$ cat src/rtl/pix_crc_pkg.sv
package pix_crc_pkg;
  localparam int CHAN_W   = 8;
  localparam int NUM_CHAN = 3;
  localparam int PIX_W    = CHAN_W * NUM_CHAN;
  localparam int CRC_W    = 16;
  localparam int IDX_W    = 16;
  localparam int DAT_W    = 8;
  localparam int BPOS_W   = $clog2(CHAN_W);
  localparam logic [CRC_W-1:0] CRC_POLY = 16'h1021;
  localparam logic [CRC_W-1:0] CRC_SEED = 16'h0000;
  localparam logic [IDX_W-1:0] IDX_CTRL   = 16'h0030;
  localparam logic [IDX_W-1:0] IDX_CRC_LO = 16'h0031;
  localparam logic [IDX_W-1:0] IDX_CRC_HI = 16'h0032;

  typedef enum logic [1:0] {
    CH_BLUE  = 2'b00,
    CH_GREEN = 2'b01,
    CH_RED   = 2'b10,
    CH_NONE  = 2'b11
  } chan_sel_e;

  typedef struct packed {
    chan_sel_e         chan;
    logic [BPOS_W-1:0] bitpos;
    logic              start;
    logic              src_pat;
  } ctrl_t;
endpackage

$ cat src/rtl/crc_ctrl_regs.sv
module crc_ctrl_regs
  import pix_crc_pkg::*;
#(
  parameter int CW = CRC_W
) (
  input  logic             clk,
  input  logic             rst_n,
  input  logic [IDX_W-1:0] host_idx,
  input  logic [DAT_W-1:0] host_wdata,
  input  logic             host_we,
  input  logic [CW-1:0]    crc_val,
  output ctrl_t            ctrl,
  output logic             init_pulse,
  output logic [DAT_W-1:0] host_rdata
);
  localparam int CTRL_BITS = $bits(ctrl_t);

  ctrl_t ctrl_q;
  logic  wr_ctrl;
  ctrl_t wr_fields;

  assign wr_ctrl    = host_we && (host_idx == IDX_CTRL);
  assign wr_fields  = ctrl_t'(host_wdata[DAT_W-1 -: CTRL_BITS]);
  // restart only on a 1 -> 0 change of the start bit
  assign init_pulse = wr_ctrl && ctrl_q.start && !wr_fields.start;

  // control fields deliberately carry no reset
  always_ff @(posedge clk) begin
    if (wr_ctrl) ctrl_q <= wr_fields;
  end

  assign ctrl = ctrl_q;

  always_comb begin
    host_rdata = '0;
    if (host_idx == IDX_CTRL)
      host_rdata = {ctrl_q, {(DAT_W-CTRL_BITS){1'b0}}};
    else if (host_idx == IDX_CRC_LO)
      host_rdata = crc_val[DAT_W-1:0];
    else if (host_idx == IDX_CRC_HI)
      host_rdata = crc_val[CW-1 -: DAT_W];
  end

  // R1 reserved bit stays low on readback
  assert_rsvd_zero_R1: assert property (@(posedge clk) disable iff (!rst_n)
    (host_idx == IDX_CTRL) |-> (host_rdata[0] == 1'b0));

  // R3 a write that keeps start at 1 never restarts
  assert_no_restart_R3: assert property (@(posedge clk) disable iff (!rst_n)
    (wr_ctrl && host_wdata[2]) |-> !init_pulse);
endmodule

$ cat src/rtl/crc_pattern_gen.sv
module crc_pattern_gen #(
  parameter int W = 8
) (
  input  logic         clk,
  input  logic         rst_n,
  input  logic         init,
  input  logic         adv,
  output logic [W-1:0] count
);
  always_ff @(posedge clk or negedge rst_n) begin
    if (!rst_n)    count <= '0;
    else if (init) count <= '0;
    else if (adv)  count <= count + 1'b1;
  end

  // R8 count steps by one per accepted pixel
  assert_pat_step_R8: assert property (@(posedge clk) disable iff (!rst_n)
    (adv && !init) |=> (count == $past(count) + 1'b1));
endmodule

$ cat src/rtl/crc_bit_select.sv
module crc_bit_select
  import pix_crc_pkg::*;
#(
  parameter int CW = CHAN_W,
  parameter int NC = NUM_CHAN
) (
  input  logic [CW*NC-1:0]        pixel,
  input  chan_sel_e               chan,
  input  logic [$clog2(CW)-1:0]   bitpos,
  output logic                    bit_o,
  output logic                    bit_en
);
  logic [CW-1:0] lanes [NC];

  // lane 0 = blue (low byte), upward to red
  for (genvar g = 0; g < NC; g++) begin : g_lane
    assign lanes[g] = pixel[g*CW +: CW];
  end

  always_comb begin
    bit_en = (chan != CH_NONE);
    bit_o  = 1'b0;
    for (int i = 0; i < NC; i++)
      if (int'(chan) == i) bit_o = lanes[i][bitpos];
  end
endmodule

$ cat src/rtl/crc_serial_engine.sv
module crc_serial_engine #(
  parameter int            W    = 16,
  parameter logic [W-1:0]  POLY = 16'h1021,
  parameter logic [W-1:0]  SEED = '0
) (
  input  logic         clk,
  input  logic         rst_n,
  input  logic         init,
  input  logic         shift_en,
  input  logic         din,
  output logic [W-1:0] crc
);
  logic fb;
  assign fb = crc[W-1] ^ din;

  // signature register carries no reset
  always_ff @(posedge clk) begin
    if (init)          crc <= SEED;
    else if (shift_en) crc <= {crc[W-2:0], 1'b0} ^ (fb ? POLY : '0);
  end

  // R2 initialisation lands on the seed
  assert_init_seed_R2: assert property (@(posedge clk) disable iff (!rst_n)
    init |=> (crc == SEED));
endmodule

$ cat src/rtl/pix_sig_crc.sv
module pix_sig_crc
  import pix_crc_pkg::*;
(
  input  logic             clk,
  input  logic             rst_n,
  input  logic [15:0]      host_idx,
  input  logic [7:0]       host_wdata,
  input  logic             host_we,
  output logic [7:0]       host_rdata,
  input  logic             pix_valid,
  input  logic [23:0]      pix_data
);
  ctrl_t             ctrl;
  logic              init_pulse;
  logic [CRC_W-1:0]  crc;
  logic [CHAN_W-1:0] pat_cnt;
  logic [PIX_W-1:0]  pix_src;
  logic              sel_bit, sel_en, shift_en;

  crc_ctrl_regs #(.CW(CRC_W)) u_regs (
    .clk(clk), .rst_n(rst_n), .host_idx(host_idx), .host_wdata(host_wdata),
    .host_we(host_we), .crc_val(crc), .ctrl(ctrl), .init_pulse(init_pulse),
    .host_rdata(host_rdata)
  );

  crc_pattern_gen #(.W(CHAN_W)) u_pat (
    .clk(clk), .rst_n(rst_n), .init(init_pulse), .adv(pix_valid),
    .count(pat_cnt)
  );

  assign pix_src = ctrl.src_pat ? {NUM_CHAN{pat_cnt}} : pix_data;

  crc_bit_select #(.CW(CHAN_W), .NC(NUM_CHAN)) u_sel (
    .pixel(pix_src), .chan(ctrl.chan), .bitpos(ctrl.bitpos),
    .bit_o(sel_bit), .bit_en(sel_en)
  );

  assign shift_en = pix_valid && sel_en && !init_pulse;

  crc_serial_engine #(.W(CRC_W), .POLY(CRC_POLY), .SEED(CRC_SEED)) u_crc (
    .clk(clk), .rst_n(rst_n), .init(init_pulse), .shift_en(shift_en),
    .din(sel_bit), .crc(crc)
  );

  // R7 blanking leaves the signature alone
  assert_blank_hold_R7: assert property (@(posedge clk) disable iff (!rst_n)
    (!pix_valid && !init_pulse) |=> $stable(crc));

  // R6 no channel selected means no shift
  assert_none_hold_R6: assert property (@(posedge clk) disable iff (!rst_n)
    (ctrl.chan == CH_NONE && !init_pulse) |=> $stable(crc));

  // R8 pattern count restarts with the signature
  assert_pat_restart_R8: assert property (@(posedge clk) disable iff (!rst_n)
    init_pulse |=> (pat_cnt == '0));
endmodule

$ cat config.mk
export PLATFORM = sky130hd
export DESIGN_NAME = pix_sig_crc
export DESIGN_NICKNAME = d
export VERILOG_FILES = /design/src/rtl/pix_crc_pkg.sv /design/src/rtl/crc_ctrl_regs.sv /design/src/rtl/crc_pattern_gen.sv /design/src/rtl/crc_bit_select.sv /design/src/rtl/crc_serial_engine.sv /design/src/rtl/pix_sig_crc.sv
export SDC_FILE = /design/constraint.sdc
export NUM_CORES = 1
export LEC_CHECK = 0
export ABC_CLOCK_PERIOD_IN_PS = 2900
export BUFFER_PORTS_ARGS = -buffer_cell sky130_fd_sc_hd__clkbuf_2
export CORE_MARGIN = 5
export CORE_UTILIZATION = 35
export CTS_BUF_LIST = sky130_fd_sc_hd__clkbuf_8
export DETAILED_ROUTE_END_ITERATION = 16
export SLEW_MARGIN = 20
export SYNTH_ARGS = -nofsm -noshare
export SYNTH_HDL_FRONTEND = slang
export SYNTH_SLANG_ARGS = --single-unit
export TNS_END_PERCENT = 10
$ cat constraint.sdc
create_clock -name clk -period 2.9 [get_ports clk]
set_input_delay 0.29 -clock clk [delete_from_list [all_inputs] [get_ports clk]]
set_output_delay 0.29 -clock clk [all_outputs]
set_load 0.05 [all_outputs]
==> results of run 1 <==
## power by group through the flow
stage | logic [uW] | clock network (uW) | registers, uW
final | 300 | 438 | 643
after global routing | 340 | 463 | 653
after CTS | 304 | 446 | 639
after detailed placement | 301 | 0 | 647
after global placement | 294 | 0 | 647
after floorplan | 241 | 0 | 613
## per-stage QoR
step                      worst slack (ns)  power [uW]  hold WS [ns]  utilization (%)  cell area [um2]
after global placement               0.446         940         0.155             41.4             2310
after floorplan                      0.680         854      -0.00559                -             2040
final                                0.418        1380         0.180             43.7             2430
after global routing                 0.201        1460         0.165             43.7             2430
after detailed placement             0.422         948         0.155             41.4             2310
after CTS                            0.415        1390         0.173             43.7             2430
## cells by family after synthesis
| kind of cell | synth area share [%] |
|---|---|
| XOR/XNOR | 3.86 |
| AND/OR/NAND/NOR | 24.7 |
| adder cells (fa/ha/maj) | 0.613 |
| AO/OA/AOI/OAI | 16.3 |
| multiplexers | 10.7 |
| flip-flops | 35.8 |
| buffers and inverters | 7.97 |
## Yosys cell counts, types with 2 or more instances
master	n
a211oi_2	3
a21oi_1	25
a31oi_1	3
a32oi_1	3
a32oi_2	2
buf_2	4
buf_4	3
clkbuf_1	5
clkbuf_8	2
dfrtp_1	8
dfxtp_1	16
edfxtp_1	7
inv_1	5
mux2i_1	8
mux4_2	5
nand2_1	35
nand2b_1	8
nand3_1	5
nand4_1	4
nor2_1	27
nor2b_1	2
nor4_1	3
nor4_2	2
nor4b_1	2
o2111ai_1	4
o21ai_1	2
o31a_1	3
or2b_2	2
xnor2_1	5
xor2_1	4
## state kept, by name (all words and copies together), names as in the netlist
| name | flops |
|---|---|
| u_crc.crc | 16 |
| u_pat.count | 8 |
| u_regs.ctrl | 7 |
## area by class of cell
type	instances	area (um2)	area share [%]
Multi-Input combinational cell	172	1150	47.1
Sequential cell	31	731	30.0
Timing Repair Buffer	63	330	13.6
Tap cell	72	90.1	3.70
Clock buffer	6	82.6	3.39
Clock inverter	2	35.0	1.44
Inverter	5	18.8	0.771
## how the worst min path moves through the flow
stage | from | end
3_5_place_dp | rst_n | u_pat.count[1]$_DFFE_PN0P_
3_3_place_gp | rst_n | u_pat.count[1]$_DFFE_PN0P_
5_1_grt | host_wdata[6] | u_regs.ctrl[5]$_DFFE_PP_
4_1_cts | host_wdata[6] | u_regs.ctrl[5]$_DFFE_PP_
6_report | host_wdata[6] | u_regs.ctrl[5]$_DFFE_PP_
2_1_floorplan | rst_n | u_pat.count[0]$_DFFE_PN0P_
## worst max-delay path, stage by stage (launching register included)
cell and delay (ns):
edfxtp_1 0.70, or2b_2 0.42, a32oi_2 0.28, a32oi_2 0.17
nor4_2 0.43, nor3b_1 0.10, o221ai_1 0.18, a21oi_1 0.09
## routing by layer
| layer | up-vias | global-route usage, % | part of all wire (%) |
|---|---|---|---|
| met5 | - | 0 | 0 |
| met3 | 4 | 3.52 | 4.6 |
| met2 | 31 | 23.4 | 49 |
| met1 | 847 | 17.0 | 46 |
| li1 | 909 | - | - |
| met4 | 0 | 2.97 | 0.72 |
==> metrics.csv, run 1 <==
metric;value;unit
rsz0062_at_grt;no;
ff2ff_setup_slack;0.42;ns
io_buffers;58;
area_growth_syn_to_layout;19.3;%
dp_hpwl;3840;um
synth_seq_cells;31;
async_reset_ff_share;25.8;%
dr.first_iter.drc_count;117;
ios;60;
cp-startpoint;u_regs.ctrl[0]$_DFFE_PP_;
hold_buffers;1;
layout.nets;331;
clkLatencyLatePin;0.28;ns
grt_remaining_overflow;0;
critical_path.endpoint;u_crc.crc[0]$_SDFFE_PN0P_;
drcViolationCount;0;
track_usage;13.6;%
p_seq_share;46.6;%
cp.arrival;2.64;ns
cts_max_path_buffers;2;
r2r-end;u_crc.crc[0]$_SDFFE_PN0P_;
min_path_type;input port to flip-flop;
clock.fmax;403;MHz
fill_cells;600;
routed_wl;5000;um
grt_antenna_before_repair;0;
holdPathStages;1;
drive_gt1_share;31.2;%
numCtsBuffers;5;
critical_path_class;flip-flop to flip-flop;
setup_violations;0;
avgSynthCellArea;9.07;um2
cts_tree;done;
maxCapViolCount;0;
skew;0.00706;ns
drtPass1Iterations;4;
critPathLaunchType;flip-flop;
swShare;29.5;%
grt_pass1_wl;8120;um
p_per_area;567;nW/um2
die_h;86.4;um
num_rows;27;
finalSetupTns;0;ns
r2r-start;u_regs.ctrl[0]$_DFFE_PP_;
max_slew_margin;50.0;%
slew_viol_final;0;
synth_nets;278;
grt_pass1_vias;1774;
cp_max_fo;23;
fin_crit;2.48;ns
dp.cells;342;
core-area;5570;um2
stdcell_count;351;
die_w;86.4;um
die_area;7460;um2
synth_area_leaders;dfxtp_1, edfxtp_1, dfrtp_1;
wire_per_inst;14.2;um
final_common_cell;clkbuf_2;
power.leakage;0.00101;uW
synth_area;2040;um2
synth_seq_area_share;35.8;%
p_sw;408;uW
vias;1791;
end_kind;flip-flop;
ir_worst_vdd;0.000326;V
cts_max_level;2;
cts_root_buffer;clkbuf_8;
synth_area_leader_cell;dfxtp_1;
crit_required;3.06;ns
p_clk_share;31.7;%
clock_sinks;31;
status;finished clean;
diodes;0;
netlist_instances;225;
start_util;36.6;%
yosys_most_used_dff;dfxtp_1;
internal_power;973;uW
yosysTopAreaCellShare;15.7;%
synth_edf_count;7;
post_cts.repair.setup_buffers;0;
ys_types;48;
layout_common_cells;clkbuf_2, nand2_1, nor2_1;
period_share;85.6;%
globalplace.congestion;0.816;
ctsResizeCount;0;
cts.reportedPaths.clkPinSlew;0.07;ns
vias_per_cell;5.10;
reg2regPathDepth;7;
yosysWarnings;0;
hold_viol_final;0;
detail-route-antenna-nets;0;
grt_max_degree;25;
power_frac_comb;21.7;%
worst_pin_slew;0.750;ns
Note: power is estimated with default switching activity, not from simulation.
==> inputs of run 2 (changes only) <==
--- a/config.mk
+++ b/config.mk
@@ -9,8 +9,8 @@
 export BUFFER_PORTS_ARGS = -buffer_cell sky130_fd_sc_hd__clkbuf_2
 export CORE_MARGIN = 5
 export CORE_UTILIZATION = 35
-export CTS_BUF_LIST = sky130_fd_sc_hd__clkbuf_8
 export DETAILED_ROUTE_END_ITERATION = 16
+export MAX_ROUTING_LAYER = met4
 export SLEW_MARGIN = 20
 export SYNTH_ARGS = -nofsm -noshare
 export SYNTH_HDL_FRONTEND = slang
==> constraint.sdc (replaced) <==
create_clock -name clk -period 2.9 [get_ports clk]
set_input_delay 0.435 -clock clk [delete_from_list [all_inputs] [get_ports clk]]
set_output_delay 0.435 -clock clk [all_outputs]
set_load 0.05 [all_outputs]
==> run 2 against run 1 <==
  * Utilization is 0.79 points lower
  * Die area stayed put
  * Via count is 1.7% lower
  * Global-route usage is 0.65 points higher
  * Fmax is 0.57% lower
  * Wire length is 1.2% lower
  * Highest routed layer unchanged
==> metrics.csv, run 2 (synthesis results as in run 1) <==
metric;value;unit
status;finished clean;
stdcell_count;350;
layout_common_cells;clkbuf_2, nand2_1, nor2_1;
p_per_area;526;nW/um2
die_area;7460;um2
clock_sinks;31;
vias;1761;
critical_path_class;flip-flop to flip-flop;
track_usage;14.2;%
cts_max_path_buffers;2;
met3_length;259;um
globalplace.congestion;0.824;
grt_max_degree;25;
grt_antenna_before_repair;0;
ios;60;
skew;0.00438;ns
dp_hpwl;3810;um
grt_remaining_overflow;0;
grt_pass1_wl;8210;um
end_kind;flip-flop;
clkLatencyLatePin;0.28;ns
die_w;86.4;um
final_common_cell;clkbuf_2;
start_util;36.6;%
grt_pass1_vias;1785;
holdWs;0.328;ns
cp.arrival;2.65;ns
cts_max_level;2;
drtPass1Iterations;4;
worst_pin_slew;0.715;ns
ctsResizeCount;0;
largest_reg_flops;16;
hold_buffers;1;
cts_tree;done;
dp.cells;341;
die_h;86.4;um
top_layer_used;met4;
rsz0062_at_grt;no;
clock.fmax;401;MHz
met2_length;2430;um
drive_gt1_share;30.2;%
maxCapViolCount;0;
routed_wl;4940;um
power.leakage;0.000991;uW
cp_max_fo;23;
area_growth_syn_to_layout;17.2;%
ir_worst_vdd;0.000289;V
cts_root_buffer;clkbuf_8;
top_register;u_crc.crc;
io_buffers;58;
fin_crit;2.50;ns
slew_viol_final;0;
min_path_type;input port to flip-flop;
drcViolationCount;0;
post_cts.repair.setup_buffers;0;
critPathLaunchType;flip-flop;
finalSetupTns;0;ns
numCtsBuffers;5;
diodes;0;
layout.nets;330;
hold_viol_final;0;
core-area;5570;um2
crit_required;3.06;ns
max_slew_margin;52.3;%
detail-route-antenna-nets;0;
wire_per_inst;14.1;um
cts.reportedPaths.clkPinSlew;0.07;ns
num_rows;27;
met1_length;2200;um
vias_per_cell;5.03;
setup_violations;0;
ff2ff_setup_slack;0.40;ns
dr.first_iter.drc_count;91;
period_share;86.1;%
==> run 2: changes by cell type in the layout (fill, tap and decap cells not counted), sizes merged <==
| cell | change |
|---|---|
| buf | -1 |
| bufinv | -1 |
| clkinv | +1 |
==> run 2: critical path, stage by stage (launching register included) <==
cell      delay (ns)
edfxtp_1        0.69
or2b_2          0.41
a32oi_2         0.28
a32oi_2         0.17
nor4_2          0.43
nor3b_1         0.10
o221ai_1        0.21
a21oi_1         0.09
==> run 2: metrics by stage <==
stage | power (uW) | setup slack [ns] | utilization [%] | instance area, um2
3_5_place_dp | 948 | 0.394 | 41.3 | 2300
3_3_place_gp | 940 | 0.443 | 41.3 | 2300
4_1_cts | 1270 | 0.396 | 42.9 | 2390
2_1_floorplan | 854 | 0.521 | - | 2040
6_report | 1260 | 0.403 | 42.9 | 2390
5_1_grt | 1340 | 0.173 | 42.9 | 2390
==> run 2: power breakdown <==
| group | total [uW] | internal [uW] | switching (uW) | leakage (uW) |
|---|---|---|---|---|
| sequential | 640 | 532 | 108 | 0.000296 |
| combinational | 300 | 164 | 136 | 0.000652 |
| clock | 318 | 165 | 154 | 0.0000426 |
| total | 1260 | 860 | 398 | 0.000991 |
==> run 2: path summary, 6_finish.rpt <==
path,cells after the start,startpoint,endpoint
max,7,u_regs.ctrl[0]$_DFFE_PP_,u_crc.crc[0]$_SDFFE_PN0P_
min,1,host_wdata[6],u_regs.ctrl[5]$_DFFE_PP_
max reg2reg,7,u_regs.ctrl[0]$_DFFE_PP_,u_crc.crc[0]$_SDFFE_PN0P_
min reg2reg,2,u_crc.crc[10]$_SDFFE_PN0P_,u_crc.crc[11]$_SDFFE_PN0P_
min in group asynchronous,2,rst_n,u_pat.count[1]$_DFFE_PN0P_
max in group asynchronous,2,rst_n,u_pat.count[3]$_DFFE_PN0P_
==> run 2: layer usage <==
metal	up-vias	track usage, %
met2	33	23.9
met3	2	2.85
met1	816	17.2
met5	-	-
li1	910	-
met4	0	4.25
==> run 2: area by class of cell <==
| class | instances | area (um2) |
|---|---|---|
| clock buffers | 6 | 72.6 |
| clock inverters | 2 | 8.76 |
| fillers | 590 | 3180 |
| inverters | 5 | 18.8 |
| multi-input cells | 172 | 1150 |
| flip-flops and latches | 31 | 731 |
| well taps | 72 | 90.1 |
| repair buffers | 62 | 323 |
==> inputs of run 3 (changes only) <==
--- a/config.mk
+++ b/config.mk
@@ -6,7 +6,7 @@
 export NUM_CORES = 1
 export LEC_CHECK = 0
 export ABC_CLOCK_PERIOD_IN_PS = 2900
-export BUFFER_PORTS_ARGS = -buffer_cell sky130_fd_sc_hd__clkbuf_2
+export BUFFER_PORTS_ARGS = -buffer_cell sky130_fd_sc_hd__buf_2
 export CORE_MARGIN = 5
 export CORE_UTILIZATION = 35
 export DETAILED_ROUTE_END_ITERATION = 16
==> run 3 against run 2 <==
  * Clock skew up 0.0032 ns
  * Wire length up 0.63%
  * Sequential share of layout area about the same
  * Power about the same
  * Clock-buffer cell count unchanged
  * Sequential power about the same
  * Sequential cell count unchanged
  * Worst hold slack better by 0.0032 ns
==> metrics.csv, run 3 (synthesis results as in run 1) <==
metric;value;unit
grt_antenna_before_repair;0;
cp_max_fo;23;
track_usage;14.3;%
r2r-end;u_crc.crc[0]$_SDFFE_PN0P_;
numCtsBuffers;5;
hold_viol_final;0;
multi_input_area;1150;um2
setup_violations;0;
rsz0062_at_grt;no;
critPathLaunchType;flip-flop;
critical_path.cell_chain;or2b_2 -> a32oi_2 -> a32oi_2 -> nor4_2 -> nor3b_1 -> o221ai_1 -> a21oi_1;
stdcell_count;350;
area_growth_syn_to_layout;17.1;%
vias;1788;
status;finished clean;
num_rows;27;
grt_pass1_wl;8360;um
cp-startpoint;u_regs.ctrl[0]$_DFFE_PP_;
cts_max_level;2;
grt_max_degree;25;
dr.first_iter.drc_count;82;
cts_root_buffer;clkbuf_8;
fin_ws;0.404;ns
seq_area;731;um2
drcViolationCount;0;
core-area;5570;um2
dp_hpwl;3760;um
grt_pass1_vias;1820;
wire_per_inst;14.2;um
skew;0.00753;ns
io_buffers;58;
fill_cells;566;
crit_path_max_incr_delay;0.70;ns
die_area;7460;um2
top_register;u_crc.crc;
reg2regPathDepth;7;
power.leakage;0.000985;uW
worstSetupPathDepth;7;
layout.nets;330;
end_kind;flip-flop;
clock.fmax;401;MHz
ios;60;
slew_viol_final;0;
critical_path.endpoint;u_crc.crc[0]$_SDFFE_PN0P_;
die_w;86.4;um
post_cts.repair.setup_buffers;0;
layout_common_cells;buf_2, nand2_1, nor2_1;
crit_required;3.06;ns
maxCapViolCount;0;
max_slew_margin;49.6;%
cts.reportedPaths.clkPinSlew;0.06;ns
clkLatencyLatePin;0.28;ns
fin_crit;2.50;ns
worst_pin_slew;0.756;ns
cpMostUsedCell;a32oi_2;
start_util;36.6;%
slowest_stage;edfxtp_1;
min_path_type;input port to flip-flop;
drive_gt1_share;29.9;%
final_common_cell;buf_2;
finalSetupTns;0;ns
largest_reg_flops;16;
grt_remaining_overflow;0;
die_h;86.4;um
ctsResizeCount;0;
critical_path_class;flip-flop to flip-flop;
cp.arrival;2.66;ns
holdWs;0.331;ns
p_per_area;527;nW/um2
cp_num_buf_inv;0;
cts_tree;done;
ir_worst_vdd;0.000255;V
dp.cells;341;
drtPass1Iterations;4;
diodes;0;
vias_per_cell;5.11;
detail-route-antenna-nets;0;
period_share;86.1;%
ff2ff_setup_slack;0.40;ns
path_delay_family;simple AND/OR/NAND/NOR gates;
r2r-start;u_regs.ctrl[0]$_DFFE_PP_;
globalplace.congestion;0.827;
place_ws;0.362;ns
cts_max_path_buffers;2;
clock_sinks;31;
routed_wl;4970;um
[run 3: cell types whose count changed in the layout (fill, tap and decap cells not counted), sizes merged]
cell    before  now
buf          3   61
clkbuf      64    6
[run 3: cell type report]
type | instances | area share [%]
timing repair buffer | 62 | 13.5
tap | 72 | 3.77
inverter | 5 | 0.785
sequential | 31 | 30.6
clock inverter | 2 | 0.314
multi-input combinational | 172 | 48.0
clock buffer | 6 | 3.04
[run 3: per-stage QoR]
stage / total power, uW / instance area (um2) / utilization (%)
floorplan: 854 / 2040 / -
global placement: 939 / 2300 / 41.3
detailed placement: 947 / 2300 / 41.3
CTS: 1270 / 2390 / 42.9
global route: 1350 / 2390 / 42.9
finish: 1260 / 2390 / 42.9
[run 3: worst min path at each step]
stage	from	to	slack, ns	cells past startpoint
floorplan	rst_n	u_pat.count[0]$_DFFE_PN0P_	0.14	0
global placement	rst_n	u_pat.count[0]$_DFFE_PN0P_	0.29	1
detailed placement	rst_n	u_pat.count[0]$_DFFE_PN0P_	0.29	1
CTS	host_wdata[7]	u_regs.ctrl[6]$_DFFE_PP_	0.32	1
global route	host_wdata[7]	u_regs.ctrl[6]$_DFFE_PP_	0.32	1
finish	host_wdata[6]	u_regs.ctrl[5]$_DFFE_PP_	0.33	1
[run 3: repair_timing]
action                                  in CTS  in global routing
hold endpoints to repair                     8                  0
hold buffers                                 1                  0
endpoints found under the setup margin       0                  0
[run 3: power breakdown]
part / switching, uW / total [uW] / internal (uW)
logic: 136 / 300 / 164
registers: 110 / 641 / 532
clock network: 155 / 318 / 163
total: 400 / 1260 / 859
[run 3: per-layer routing]
layer | share of wire (%) | vias up | wire length (um) | GRT usage, %
li1 | - | 907 | - | -
met1 | 47 | 826 | 2320 | 17.7
met2 | 47 | 47 | 2340 | 22.9
met3 | 4.4 | 8 | 217 | 2.76
met4 | 2.0 | 0 | 97 | 5.38
met5 | 0 | - | 0 | -
